`src/rtl/tpw_pkg.sv`:
```
// Shared types for the trinary pulse-width encoder.
// Assumes two-bit digit codes: 00 low, 01 high, 10 or 11 open.
package tpw_pkg;

    typedef enum logic [1:0] {
        SEQ_IDLE = 2'd0,
        SEQ_SEND = 2'd1,
        SEQ_GAP  = 2'd2
    } seq_state_t;

    localparam logic [1:0] CODE_LOW  = 2'b00;
    localparam logic [1:0] CODE_HIGH = 2'b01;

    // Width class of the first pulse: long for every code except low.
    function automatic logic first_half_long(input logic [1:0] code);
        return code != CODE_LOW;
    endfunction

    // Width class of the second pulse: long only for high.
    function automatic logic second_half_long(input logic [1:0] code);
        return code == CODE_HIGH;
    endfunction

endpackage

```
`src/rtl/tpw_sequencer.sv`:
```
// Sequencer: walks each word through its digits, halves and ticks, then
// through the silent gap, and decides whether to go idle or repeat.
// Assumes start_n is already synchronous to clk.
module tpw_sequencer
    import tpw_pkg::*;
#(
    parameter int NUM_DIGITS  = 9,
    parameter int HALF_CLKS   = 4,
    parameter int GAP_PERIODS = 3
) (
    input  logic clk,
    input  logic rst_n,
    input  logic start_n,
    output logic load_o,
    output logic active_o,
    output logic [((NUM_DIGITS > 1) ? $clog2(NUM_DIGITS) : 1)-1:0] digit_o,
    output logic half_o,
    output logic [((HALF_CLKS > 1) ? $clog2(HALF_CLKS) : 1)-1:0] tick_o
);

    localparam int DIG_W    = (NUM_DIGITS > 1) ? $clog2(NUM_DIGITS) : 1;
    localparam int TICK_W   = (HALF_CLKS > 1) ? $clog2(HALF_CLKS) : 1;
    localparam int GAP_CLKS = GAP_PERIODS * 2 * HALF_CLKS;
    localparam int GAP_W    = $clog2(GAP_CLKS + 1);

    seq_state_t        state_q;
    logic              second_q;
    logic [DIG_W-1:0]  digit_q;
    logic              half_q;
    logic [TICK_W-1:0] tick_q;
    logic [GAP_W-1:0]  gap_q;
    logic              tick_last;
    logic              word_end;
    logic              gap_end;

    // Decode the end of a half, of a word and of a gap.
    always_comb begin
        tick_last = (tick_q == TICK_W'(HALF_CLKS - 1));
        word_end  = (state_q == SEQ_SEND) && half_q && tick_last &&
                    (digit_q == DIG_W'(NUM_DIGITS - 1));
        gap_end   = (state_q == SEQ_GAP) && (gap_q == GAP_W'(GAP_CLKS - 1));
        load_o    = ((state_q == SEQ_IDLE) && !start_n) || gap_end;
    end

    // Advance state and position counters.
    always_ff @(posedge clk) begin
        if (!rst_n) begin
            state_q  <= SEQ_IDLE;
            second_q <= 1'b0;
            digit_q  <= '0;
            half_q   <= 1'b0;
            tick_q   <= '0;
            gap_q    <= '0;
        end else begin
            case (state_q)
                SEQ_IDLE: begin
                    if (!start_n) begin
                        state_q  <= SEQ_SEND;
                        second_q <= 1'b0;
                        digit_q  <= '0;
                        half_q   <= 1'b0;
                        tick_q   <= '0;
                    end
                end
                SEQ_SEND: begin
                    if (tick_last) begin
                        tick_q <= '0;
                        half_q <= ~half_q;
                        if (half_q) begin
                            digit_q <= digit_q + 1'b1;
                        end
                    end else begin
                        tick_q <= tick_q + 1'b1;
                    end
                    if (word_end) begin
                        digit_q <= '0;
                        gap_q   <= '0;
                        if (!second_q) begin
                            state_q  <= SEQ_GAP;
                            second_q <= 1'b1;
                        end else if (!start_n) begin
                            state_q  <= SEQ_GAP;
                            second_q <= 1'b0;
                        end else begin
                            state_q  <= SEQ_IDLE;
                            second_q <= 1'b0;
                        end
                    end
                end
                SEQ_GAP: begin
                    if (gap_end) begin
                        state_q <= SEQ_SEND;
                        gap_q   <= '0;
                        digit_q <= '0;
                        half_q  <= 1'b0;
                        tick_q  <= '0;
                    end else begin
                        gap_q <= gap_q + 1'b1;
                    end
                end
                default: state_q <= SEQ_IDLE;
            endcase
        end
    end

    assign active_o = (state_q == SEQ_SEND);
    assign digit_o  = digit_q;
    assign half_o   = half_q;
    assign tick_o   = tick_q;

    // the gap counter never passes the gap length.
    assert_gap_bound_R6: assert property (@(posedge clk) disable iff (!rst_n)
        (state_q == SEQ_GAP) |-> (gap_q < GAP_W'(GAP_CLKS)));

    // a capture strobe is followed by digit 1, first half, first tick.
    assert_start_load_R7: assert property (@(posedge clk) disable iff (!rst_n)
        load_o |=> (state_q == SEQ_SEND && digit_q == '0 && !half_q && tick_q == '0));

    // a word in progress cannot be cut short by the request input.
    assert_word_locked_R5: assert property (@(posedge clk) disable iff (!rst_n)
        (state_q == SEQ_SEND && !word_end) |=> (state_q == SEQ_SEND));

    // the end of a gap always leads straight into a word.
    assert_gap_to_word_R6: assert property (@(posedge clk) disable iff (!rst_n)
        gap_end |=> active_o);

endmodule

```
`src/rtl/tpw_digit_store.sv`:
```
// Digit store: captures the whole digit word on a load strobe and presents
// the code of the digit picked by the sequencer.
// Assumes sel_i stays below NUM_DIGITS while a word is being sent.
module tpw_digit_store #(
    parameter int NUM_DIGITS = 9,
    parameter int DIG_W      = 4
) (
    input  logic                      clk,
    input  logic                      rst_n,
    input  logic                      load_i,
    input  logic [2*NUM_DIGITS-1:0]   digits_i,
    input  logic [DIG_W-1:0]          sel_i,
    output logic [1:0]                code_o
);

    logic [NUM_DIGITS-1:0][1:0] slot_q;

    // One capture register per digit slot.
    for (genvar g = 0; g < NUM_DIGITS; g++) begin : g_slot
        always_ff @(posedge clk) begin
            if (!rst_n) begin
                slot_q[g] <= 2'b00;
            end else if (load_i) begin
                slot_q[g] <= digits_i[2*g +: 2];
            end
        end
    end

    // Pick the code of the digit now on the line.
    always_comb begin
        code_o = 2'b00;
        for (int i = 0; i < NUM_DIGITS; i++) begin
            if (sel_i == DIG_W'(i)) begin
                code_o = slot_q[i];
            end
        end
    end

endmodule

```
`src/rtl/tpw_pulse_shaper.sv`:
```
// Pulse shaper: registers the line output, high from the start of each half
// for the short or long width chosen by the current digit code.
// Assumes SHORT_CLKS < LONG_CLKS < HALF_CLKS.
module tpw_pulse_shaper
    import tpw_pkg::*;
#(
    parameter int HALF_CLKS  = 4,
    parameter int SHORT_CLKS = 1,
    parameter int LONG_CLKS  = 3
) (
    input  logic clk,
    input  logic rst_n,
    input  logic active_i,
    input  logic half_i,
    input  logic [((HALF_CLKS > 1) ? $clog2(HALF_CLKS) : 1)-1:0] tick_i,
    input  logic [1:0] code_i,
    output logic dout_o
);

    localparam int TICK_W = (HALF_CLKS > 1) ? $clog2(HALF_CLKS) : 1;

    logic              use_long;
    logic [TICK_W:0]   width;
    logic              dout_q;

    // Choose the width of the pulse in the current half.
    always_comb begin
        use_long = half_i ? second_half_long(code_i) : first_half_long(code_i);
        width    = use_long ? (TICK_W+1)'(LONG_CLKS) : (TICK_W+1)'(SHORT_CLKS);
    end

    // Register the line level.
    always_ff @(posedge clk) begin
        if (!rst_n) begin
            dout_q <= 1'b0;
        end else begin
            dout_q <= active_i && ({1'b0, tick_i} < width);
        end
    end

    assign dout_o = dout_q;

    // reset drives the line low by the next cycle.
    assert_reset_low_R1: assert property (@(posedge clk)
        !rst_n |=> !dout_o);

    // no pulse while no word is being sent.
    assert_silent_R6: assert property (@(posedge clk) disable iff (!rst_n)
        !active_i |=> !dout_o);

    // every half ends low, so pulses stay separate.
    assert_half_ends_low_R2: assert property (@(posedge clk) disable iff (!rst_n)
        (active_i && tick_i == TICK_W'(HALF_CLKS - 1)) |=> !dout_o);

    // every half starts with a rising pulse.
    assert_half_starts_high_R4: assert property (@(posedge clk) disable iff (!rst_n)
        (active_i && tick_i == '0) |=> dout_o);

endmodule

```
`src/rtl/tri_pw_encoder.sv`:
```
// Trinary pulse-width serial encoder top: links the sequencer, the digit
// store and the pulse shaper. Output lags the sequencer by one register.
// Assumes send_n is synchronous to clk.
module tri_pw_encoder #(
    parameter int NUM_DIGITS  = 9,
    parameter int HALF_CLKS   = 4,
    parameter int SHORT_CLKS  = 1,
    parameter int LONG_CLKS   = 3,
    parameter int GAP_PERIODS = 3
) (
    input  logic                    clk,
    input  logic                    rst_n,
    input  logic                    send_n,
    input  logic [2*NUM_DIGITS-1:0] digits_i,
    output logic                    dout_o
);

    localparam int DIG_W  = (NUM_DIGITS > 1) ? $clog2(NUM_DIGITS) : 1;
    localparam int TICK_W = (HALF_CLKS > 1) ? $clog2(HALF_CLKS) : 1;

    logic              load;
    logic              active;
    logic [DIG_W-1:0]  digit;
    logic              half;
    logic [TICK_W-1:0] tick;
    logic [1:0]        code;

    tpw_sequencer #(
        .NUM_DIGITS (NUM_DIGITS),
        .HALF_CLKS  (HALF_CLKS),
        .GAP_PERIODS(GAP_PERIODS)
    ) u_seq (
        .clk     (clk),
        .rst_n   (rst_n),
        .start_n (send_n),
        .load_o  (load),
        .active_o(active),
        .digit_o (digit),
        .half_o  (half),
        .tick_o  (tick)
    );

    tpw_digit_store #(
        .NUM_DIGITS(NUM_DIGITS),
        .DIG_W     (DIG_W)
    ) u_store (
        .clk     (clk),
        .rst_n   (rst_n),
        .load_i  (load),
        .digits_i(digits_i),
        .sel_i   (digit),
        .code_o  (code)
    );

    tpw_pulse_shaper #(
        .HALF_CLKS (HALF_CLKS),
        .SHORT_CLKS(SHORT_CLKS),
        .LONG_CLKS (LONG_CLKS)
    ) u_shape (
        .clk     (clk),
        .rst_n   (rst_n),
        .active_i(active),
        .half_i  (half),
        .tick_i  (tick),
        .code_i  (code),
        .dout_o  (dout_o)
    );

endmodule

```
`config.mk`:
```
export PLATFORM = sky130hd
export DESIGN_NAME = tri_pw_encoder
export DESIGN_NICKNAME = d
export VERILOG_FILES = /design/src/rtl/tpw_pkg.sv /design/src/rtl/tpw_sequencer.sv /design/src/rtl/tpw_digit_store.sv /design/src/rtl/tpw_pulse_shaper.sv /design/src/rtl/tri_pw_encoder.sv
export SDC_FILE = /design/constraint.sdc
export NUM_CORES = 1
export LEC_CHECK = 0
export CAP_MARGIN = 20
export CORE_UTILIZATION = 37
export DETAILED_ROUTE_END_ITERATION = 10
export DONT_BUFFER_PORTS = 1
export HOLD_SLACK_MARGIN = 0.06
export SLEW_MARGIN = 20
export SYNTH_ARGS = -nofsm -noshare
export SYNTH_HDL_FRONTEND = slang
export SYNTH_SLANG_ARGS = --single-unit
```
`constraint.sdc`:
```
create_clock -name clk -period 2.04 [get_ports clk]
set_input_delay 0.408 -clock clk [delete_from_list [all_inputs] [get_ports clk]]
set_output_delay 0.408 -clock clk [all_outputs]
set_load 0.05 [all_outputs]
```
==> flow_summary_export.csv, run 1 <==
group,metric,value,unit
critical_path,crit_fanout,6,
global_routing,antenna_found_initial,0,
routing,drtAntennaViolNets,0,
sta,rsz0062_at_grt,"yes",
sta,fin_crit,2.18,ns
final_layout,drive_gt1_frac,0.278,
synthesis,synthTopCellsByArea,"dfxtp_1 (39%), nand2_1 (8.0%), a21oi_1 (6.0%)",
sta,setup_violations,1,
critical_path,required,2.23,ns
die,fp.dieArea,4990,um^2
die,die_w,70.7,um
sta,report.final.slew_viol_count,0,
critical_path,critPathArrivalTime,2.37,ns
synthesis,syn_area,1740,um^2
routing,viasPerCell,5.17,
global_routing,grtUsageMet3,0.0598,
sta,finalHoldViolCount,0,
final_layout,antenna_cells,0,
sta,fmax,0.459,GHz
die,io_pins,22,
routing,vias,1458,
global_routing,grt_pass1_vias,1474,
synthesis,synth_warnings,0,
clock_network,cts_sinks,34,
status,status,"finished, violations left",
placement,place.gp.congestion,0.894,
sta,fin_skew,0.00703,ns
die,initial_core_util,0.392,
clock_network,cts_buffers,5,
final_layout,fin_nets,257,
critical_path,cp-end-kind,"flip-flop",
clock_network,clock_latency,0.29,ns
global_routing,met1_usage,0.224,
synthesis,ys_types,43,
synthesis,synth_nets,239,
critical_path,startpoint_type,"flip-flop",
synthesis,synth-async-reset-ratio,0,
routing,drc_errors,4,
power_and_ir_drop,p_leak,0.803,nW
sta,tightest_slew,0.624,ns
routing,drt_iter0_markers,77,
synthesis,yosysSeqAreaShare,0.390,
clock_network,ctsHoldBuffers,0,
die,core-area,4440,um^2
sta,min_period_over_period,1.07,
final_layout,stdcell_count,282,
final_layout,areaGrowthSynthToFinish,20.2,%
clock_network,path_clk_slew,0.07,ns
synthesis,yosys.area.top_type,"dfxtp_1",
global_routing,grt_busiest_layer,"met2",
global_routing,track_usage,0.173,
clock_network,cts_tree,"yes",
synthesis,avgSynthCellArea,8.27,um^2
synthesis,synth_top_area_share,0.390,
global_routing,grt-ovfl-total,0,
global_routing,gr-usage-met2,0.262,
critical_path,worstSetupPathType,"flip-flop to flip-flop",
synthesis,synth_edf_count,0,
power_and_ir_drop,power.density,722,nW/um^2
synthesis,synth_flop_cell,"dfxtp_1",
flow_run,drv_cap,0,
synthesis,ys_ff_latch,34,
clock_network,clock_path_buffers,2,
routing,wire_per_inst,13.4,um
status,violations,"design-rule violations, negative setup slack",
power_and_ir_drop,vdd_drop_max,384,uV
hold_path,hold_path_class,"input port to flip-flop",
sta,slew_headroom,0.584,
placement,place_inst,273,
global_routing,grt_max_degree,19,
clock_network,cts-root-buf,"clkbuf_8",
placement,hpwl,2750,um
clock_network,cts.htree.levels,2,
sta,fin_ws,-0.137,ns
placement,dp_slack,-0.252,ns
die,die_y,70.7,um
routing,routed_wl,3770,um
die,rows,24,
routing,drtPass1Iterations,7,
global_routing,grt_pass1_wl,6670,um
synthesis,synthCells,211,
sta,whs,0.227,ns
placement,portBuffers,0,
-- cells by family (layout without fill, tap and decap cells) --
group           Yosys count  count (layout)  share of synthesized area
flops                    34              34                      0.390
mux                       3               3                     0.0194
compound gates           53              53                      0.207
buf+inv                  19              38                     0.0581
simple gates             90              90                      0.250
xor+xnor                  5               5                     0.0251
fa+ha+maj                 7               7                     0.0502
-- critical path: stages, from the launching register on --
cell,delay (ns)
dfxtp_4,0.39
inv_4,0.06
ha_4,0.17
a211oi_2,0.18
o21ai_1,0.09
a31oi_1,0.19
o221ai_1,0.16
mux2_4,0.33
ha_4,0.22
a2111oi_4,0.28
-- registers in the layout, summed over array words and instances, names as in the netlist --
name,cells
u_seq.second_q,1
u_store.slot_q,18
u_seq.tick_o,2
u_shape.dout_o,1
u_seq.state_q,2
u_seq.half_o,1
u_seq.digit_o,4
u_seq.gap_q,5
-- final cells by class --
type	count	area, um^2
Timing Repair Buffer	20	150
Multi-Input combinational cell	158	1040
Clock buffer	5	68.8
Clock inverter	3	40.0
Sequential cell	34	688
Tap cell	52	65.1
Inverter	10	42.5
Fill cell	442	2350
-- path summary, 6_finish.rpt --
| path | end | start | slack (ns) | depth (start not counted) |
|---|---|---|---|---|
| setup reg to reg | u_shape.dout_o | u_seq.digit_o[1] | -0.14 | 9 |
| hold / removal | u_store.slot_q[7] | digits_i[7] | 0.23 | 2 |
| setup / recovery | u_shape.dout_o | u_seq.digit_o[1] | -0.14 | 9 |
| hold reg to reg | u_store.slot_q[14] | u_store.slot_q[14] | 0.46 | 2 |
-- metal layers --
layer  part of all wire  vias up
li1                   -      756
met1               0.50      660
met2               0.42       31
met3              0.054       11
met4              0.024        0
met5                  0        -
-- stage by stage --
| step | util | total power [mW] | instance area [um^2] | setup TNS, ns |
|---|---|---|---|---|
| after floorplan | - | 0.858 | 1760 | -0.0657 |
| after global placement | 0.428 | 0.897 | 1900 | -0.191 |
| after detailed placement | 0.428 | 0.898 | 1900 | -0.252 |
| after CTS | 0.472 | 1.54 | 2100 | -0.105 |
| after global routing | 0.472 | 1.60 | 2100 | -0.223 |
| final | 0.472 | 1.51 | 2100 | -0.137 |
-- where the power goes --
group	total (mW)	switching [mW]	internal, mW	leakage (nW)
Combinational	0.182	0.0998	0.0824	0.466
Sequential	0.723	0.0307	0.693	0.279
Clock	0.609	0.250	0.359	0.0579
-- Yosys cell counts (all sizes together) (3+ instances only) --
library cell and instances:
nor2 22, a31oi 4, o21ai 6, nand3 5
buf 7, inv 9, dfxtp 34, nand2 46
mux2 3, a21o 3, nand4 3, ha 7
a21oi 30, xnor2 3
-- cell usage in the layout, fill, tap and decap left out, types with 2 or more instances in the layout --
cell and instances:
nand3_1 5, a21oi_2 9, o21ai_0 3, xor2_1 2
nand2b_1 2, inv_1 7, nand2_2 9, nand2_1 37
ha_4 4, a31oi_1 4, ha_1 2, clkbuf_8 5
nor3_1 2, o221ai_1 2, a21oi_1 21, a21o_1 3
xnor2_1 3, buf_4 20, dfxtp_1 32, clkinv_2 2
o21ai_1 2, nand3b_1 2, nor2_1 22, nand4_1 3
dfxtp_4 2, inv_4 2, mux2_2 2
-- timing repair --
| item | in CTS | in global routing |
|---|---|---|
| pin swaps | 5 | 1 |
| buffers inserted | 1 | 0 |
| setup endpoints to repair | 1 | 1 |
| gates resized for setup | 16 | 0 |
Power figures use the tool's default switching activity.
==> run 2: changes to the inputs <==
REMOVE_ABC_BUFFERS = 1   (was default)
==> run 2 against run 1 <==
Effect of this change:
- the run still ends with design-rule violations, negative setup slack left
- highest routed layer unchanged
- utilization is 0.37 points lower
- wire length shrank 4.9%
- sequential power barely moved
- final cell count decreased by 1.4%
- maximum frequency rose by 1.7%
- total power fell by 6.5%
- clock power decreased by 16%
- critical path type unchanged
==> flow_summary_export.csv, run 2 (synthesis gave the netlist of run 1 again) <==
group,metric,value,unit
final_layout,seq_area,688,um^2
final_layout,fillCellCount,429,
placement,hpwl,2650,um
global_routing,grt_busiest_layer,"met2",
critical_path,max_stage_delay,0.40,ns
global_routing,grt_max_degree,16,
die,die_w,70.7,um
global_routing,grt_pass1_wl,6270,um
critical_path,crit_top_cell,"ha_4",
sta,finalHoldViolCount,0,
placement,place.gp.congestion,0.837,
final_layout,areaGrowthSynthToFinish,19.3,%
global_routing,gr-usage-met2,0.252,
power_and_ir_drop,p_leak,0.778,nW
routing,wire_per_inst,12.9,um
final_layout,final_util,0.468,
sta,tightest_slew,0.504,ns
sta,min_period_over_period,1.05,
placement,portBuffers,0,
critical_path,cp-end-kind,"flip-flop",
final_layout,top_register,"u_store.slot_q",
critical_path,critical_path.startpoint,"u_seq.digit_o[1]",
placement,place_inst,269,
routing,drc_errors,4,
die,fp.dieArea,4990,um^2
critical_path,timing.rr.start,"u_seq.digit_o[1]",
sta,slew_headroom,0.664,
clock_network,cts.htree.levels,2,
clock_network,cts_sinks,34,
critical_path,critPathTopFamily,"compound AO/OA/AOI/OAI gates",
placement,dp_slack,-0.384,ns
hold_path,min_from,"digits_i[9]",
final_layout,final_common_cell,"nand2_1",
routing,routed_wl,3580,um
sta,rsz0062_at_grt,"yes",
clock_network,clock_latency,0.29,ns
global_routing,track_usage,0.162,
sta,fmax,0.467,GHz
global_routing,grt-ovfl-total,0,
final_layout,drive_gt1_frac,0.279,
final_layout,stdcell_count,278,
sta,fin_ws,-0.101,ns
die,rows,24,
routing,drtPass1Iterations,7,
routing,drtAntennaViolNets,0,
clock_network,cts_tree,"yes",
critical_path,cp.buffers_inverters,1,
global_routing,grtUsageMet3,0.0541,
critical_path,required,2.23,ns
critical_path,critPathArrivalTime,2.33,ns
sta,report.final.slew_viol_count,0,
final_layout,mostFrequentLayoutCells,"nand2_1 (37), dfxtp_1 (32), nor2_1 (22)",
die,initial_core_util,0.392,
final_layout,fin_nets,253,
final_layout,multi_input_area,1070,um^2
clock_network,clock_path_buffers,2,
critical_path,cp_slowest_cell,"dfxtp_4",
status,violations,"design-rule violations, negative setup slack",
clock_network,path_clk_slew,0.07,ns
clock_network,cts-root-buf,"clkbuf_8",
routing,drt_iter0_markers,65,
routing,vias,1456,
final_layout,largest_register_ffs,18,
die,die_y,70.7,um
critical_path,crit_fanout,6,
critical_path,worstSetupPathType,"flip-flop to flip-flop",
status,status,"finished, violations left",
sta,setup_violations,1,
global_routing,antenna_found_initial,0,
critical_path,rrSetupSlack,-0.10,ns
routing,viasPerCell,5.24,
flow_run,drv_cap,0,
sta,fin_crit,2.14,ns
clock_network,cts_buffers,5,
hold_path,hold_path_class,"input port to flip-flop",
critical_path,startpoint_type,"flip-flop",
critical_path,worstPathCellList,"inv_4 -> ha_4 -> a211oi_2 -> o21ai_1 -> a31oi_1 -> o221ai_1 -> mux2_4 -> ha_4 -> a2111oi_4",
power_and_ir_drop,vdd_drop_max,298,uV
power_and_ir_drop,power.density,681,nW/um^2
global_routing,met1_usage,0.205,
die,core-area,4440,um^2
die,io_pins,22,
global_routing,grt_pass1_vias,1418,
sta,fin_skew,0.00610,ns
power_and_ir_drop,p_total,1.42,mW
final_layout,antenna_cells,0,
clock_network,ctsHoldBuffers,0,
run 2: cell types whose count changed in the layout (fill, tap and decap cells not counted), sizes merged:
cell,previous run,this run
buf,20,16
clkbuf,5,7
bufinv,1,0
clkinv,3,2
run 2: power by group:
part | switching (mW) | internal (mW) | total (mW)
logic | 0.0994 | 0.0799 | 0.179
registers | 0.0307 | 0.693 | 0.723
clock network | 0.242 | 0.272 | 0.514
run 2: what timing repair did:
item,CTS,global route
pin swaps,6,6
endpoints found under the setup margin,1,1
gates resized for setup,21,9
buffers inserted,1,0
run 2: path summary, 6_finish.rpt:
kind / endpoint / depth (start not counted)
max: u_shape.dout_o / 9
min: u_store.slot_q[9] / 2
max reg2reg: u_shape.dout_o / 9
min reg2reg: u_store.slot_q[4] / 2
run 2: per-layer routing:
metal | share of wire | wire [um] | vias up
met1 | 0.50 | 1790 | 676
li1 | - | - | 752
met3 | 0.044 | 156 | 6
met2 | 0.44 | 1580 | 22
met5 | 0 | 0 | -
met4 | 0.016 | 56 | 0
run 2: area by class of cell:
cell class                 instances  area share
multi-input combinational        158       0.514
sequential                        34       0.331
timing repair buffer              16      0.0595
clock buffer                       7      0.0415
tap                               52      0.0313
inverter                          10      0.0204
clock inverter                     1     0.00241
run 2: stage by stage:
step	hold slack (ns)	setup TNS, ns	instance area [um^2]
2_1_floorplan	0.433	-0.188	1680
5_1_grt	0.230	-0.178	2080
6_report	0.235	-0.101	2080
3_5_place_dp	0.452	-0.384	1860
3_3_place_gp	0.448	-0.304	1860
4_1_cts	0.234	-0.129	2050
==> run 3: changes to the inputs <==
PLACE_DENSITY = 0.51   (was default)
SYNTH_HIERARCHICAL = 1   (was default)
==> run 3 against run 2 <==
Effect of this change:
- the run now ends clean
- total power increased by 3.1%
- wire length increased by 3.5%
- register-to-register slack improved by 0.26 ns
- non-clock buffer count decreased by 9
- count of clock-buffer cells in the layout unchanged
- critical path type unchanged
- highest routed layer unchanged
==> flow_summary_export.csv, run 3 <==
group,metric,value,unit
status,status,"complete, no violations",
power_and_ir_drop,power.density,714,nW/um^2
critical_path,cp-end-kind,"flip-flop",
sta,rsz0062_at_grt,"no",
sta,report.final.slew_viol_count,0,
synthesis,ys_types,50,
die,die_w,73.4,um
sta,tightest_slew,0.495,ns
routing,vias,1404,
placement,place_inst,263,
clock_network,clock_path_buffers,2,
routing,drc_errors,0,
clock_network,ctsHoldBuffers,0,
synthesis,ys_ff_latch,34,
synthesis,avgSynthCellArea,9.49,um^2
die,io_pins,22,
synthesis,synth_flop_cell,"dfxtp_1",
final_layout,fin_nets,229,
critical_path,critical_path.startpoint,"u_seq/digit_o[3]",
placement,place.gp.congestion,0.801,
routing,drtAntennaViolNets,0,
final_layout,final_util,0.425,
synthesis,synthTopCellsByArea,"dfxtp_1 (36%), mux2i_1 (12%), nor2b_1 (7.3%)",
die,fp.dieArea,5390,um^2
final_layout,areaGrowthSynthToFinish,8.35,%
hold_path,hold_path_class,"input port to flip-flop",
synthesis,synth_warnings,6,
final_layout,fin_area,2050,um^2
synthesis,synth-simple-area-share,0.278,
global_routing,grt_pass1_vias,1372,
final_layout,top_register,"u_store/slot_q",
critical_path,crit_fanout,6,
synthesis,synth-async-reset-ratio,0,
critical_path,max_stage_delay,0.35,ns
sta,setup_tns,0,ns
final_layout,stdcell_count,271,
synthesis,yosys.area.top_type,"dfxtp_1",
power_and_ir_drop,vdd_drop_max,336,uV
die,rows,25,
power_and_ir_drop,p_leak,0.779,nW
routing,drt_iter0_markers,64,
final_layout,drive_gt1_frac,0.132,
clock_network,cts_sinks,34,
synthesis,syn_area,1890,um^2
clock_network,cts.htree.levels,2,
routing,drtPass1Iterations,4,
placement,placed_area,1950,um^2
global_routing,grt-ovfl-total,0,
clock_network,cts_tree,"yes",
sta,min_period_over_period,0.920,
hold_path,min_from,"rst_n",
synthesis,synth-xor-area-share,0,
die,initial_core_util,0.392,
critical_path,critPathArrivalTime,2.07,ns
clock_network,clock_latency,0.28,ns
placement,portBuffers,0,
global_routing,antenna_found_initial,0,
routing,wire_per_inst,13.7,um
synthesis,synth_top_area_share,0.361,
global_routing,grt_max_degree,37,
final_layout,final_common_cell,"dfxtp_1",
die,die_y,73.4,um
clock_network,cts_buffers,5,
critical_path,cp_slowest_cell,"dfxtp_1",
critical_path,worstPathCellList,"and2b_4 -> nor3b_1 -> o31ai_1 -> a31oi_1 -> mux2i_1 -> ha_1 -> a211oi_2",
clock_network,cts-root-buf,"clkbuf_8",
synthesis,synth_top_family_by_area,"simple AND/OR/NAND/NOR gates",
sta,finalHoldViolCount,0,
die,core-area,4820,um^2
sta,fin_crit,1.88,ns
critical_path,critPathTopFamily,"compound AO/OA/AOI/OAI gates",
global_routing,grt_pass1_wl,6220,um
critical_path,cp.buffers_inverters,0,
placement,hpwl,2730,um
synthesis,synth_edf_count,0,
critical_path,required,2.24,ns
sta,fmax,0.533,GHz
critical_path,startpoint_type,"flip-flop",
routing,viasPerCell,5.18,
final_layout,largest_register_ffs,18,
sta,setup_violations,0,
clock_network,path_clk_slew,0.07,ns
synthesis,synth_compound_area_frac,0.152,
sta,slew_headroom,0.670,
critical_path,timing.rr.start,"u_seq/digit_o[3]",
power_and_ir_drop,p_total,1.46,mW
critical_path,worstSetupPathType,"flip-flop to flip-flop",
synthesis,synthCells,199,
sta,fin_skew,0.00420,ns
synthesis,synth_common_cells,"dfxtp_1 (34), mux2i_1 (22), nor2b_1 (22)",
synthesis,synthAdderAreaFrac,0.0331,
synthesis,yosysMostFrequentCell,"dfxtp_1",
flow_run,drv_cap,0,
final_layout,antenna_cells,0,
global_routing,track_usage,0.151,
routing,routed_wl,3710,um
synthesis,yosysSeqAreaShare,0.361,
final_layout,mostFrequentLayoutCells,"dfxtp_1 (31), nor2b_1 (22), mux2i_1 (22)",
synthesis,synthMuxAreaShare,0.117,
## run 3: cell families (layout without fill, tap and decap cells)
family | Yosys count | in the layout
compound gates | 41 | 41
fa+ha+maj | 5 | 5
buf+inv | 16 | 21
flops | 34 | 34
mux | 22 | 22
simple gates | 81 | 81
## run 3: stage by stage
| stage | hold slack, ns | worst slack [ns] |
|---|---|---|
| after global placement | 0.494 | 0.155 |
| after floorplan | 0.470 | -0.603 |
| after CTS | 0.246 | 0.0327 |
| after global routing | 0.244 | 0.0316 |
| final | 0.255 | 0.164 |
| after detailed placement | 0.505 | 0.0798 |
## run 3: final timing paths
path / to / slack (ns) / cells past startpoint
min: u_seq/digit_o[1] / 0.26 / 1
min reg2reg: u_seq/gap_q[0] / 0.51 / 2
max reg2reg: u_shape/dout_o / 0.16 / 7
max: u_shape/dout_o / 0.16 / 7
## run 3: metal layers
metal,vias to the layer above,global-route usage,part of all wire
met5,-,0,0
met4,0,0.0513,0.010
met3,5,0.0384,0.044
met2,23,0.240,0.44
met1,649,0.201,0.50
li1,727,-,-
## run 3: timing repair
action                     CTS  global route
hold endpoints to repair     0             0
gates resized for setup      0             3
setup endpoints to repair    0             1
buffers inserted             0             0
## run 3: area by class of cell
| cell class | count | area [um^2] |
|---|---|---|
| Clock buffer | 7 | 86.3 |
| Clock inverter | 1 | 5.00 |
| Fill cell | 512 | 2770 |
| Inverter | 6 | 22.5 |
| Multi-Input combinational cell | 149 | 1100 |
| Sequential cell | 34 | 684 |
| Tap cell | 67 | 83.8 |
| Timing Repair Buffer | 7 | 65.1 |
## run 3: power by group
group	total (mW)	internal [mW]	switching [mW]	leakage [nW]
logic	0.202	0.106	0.0958	0.452
registers	0.756	0.708	0.0483	0.279
clock network	0.502	0.272	0.230	0.0482
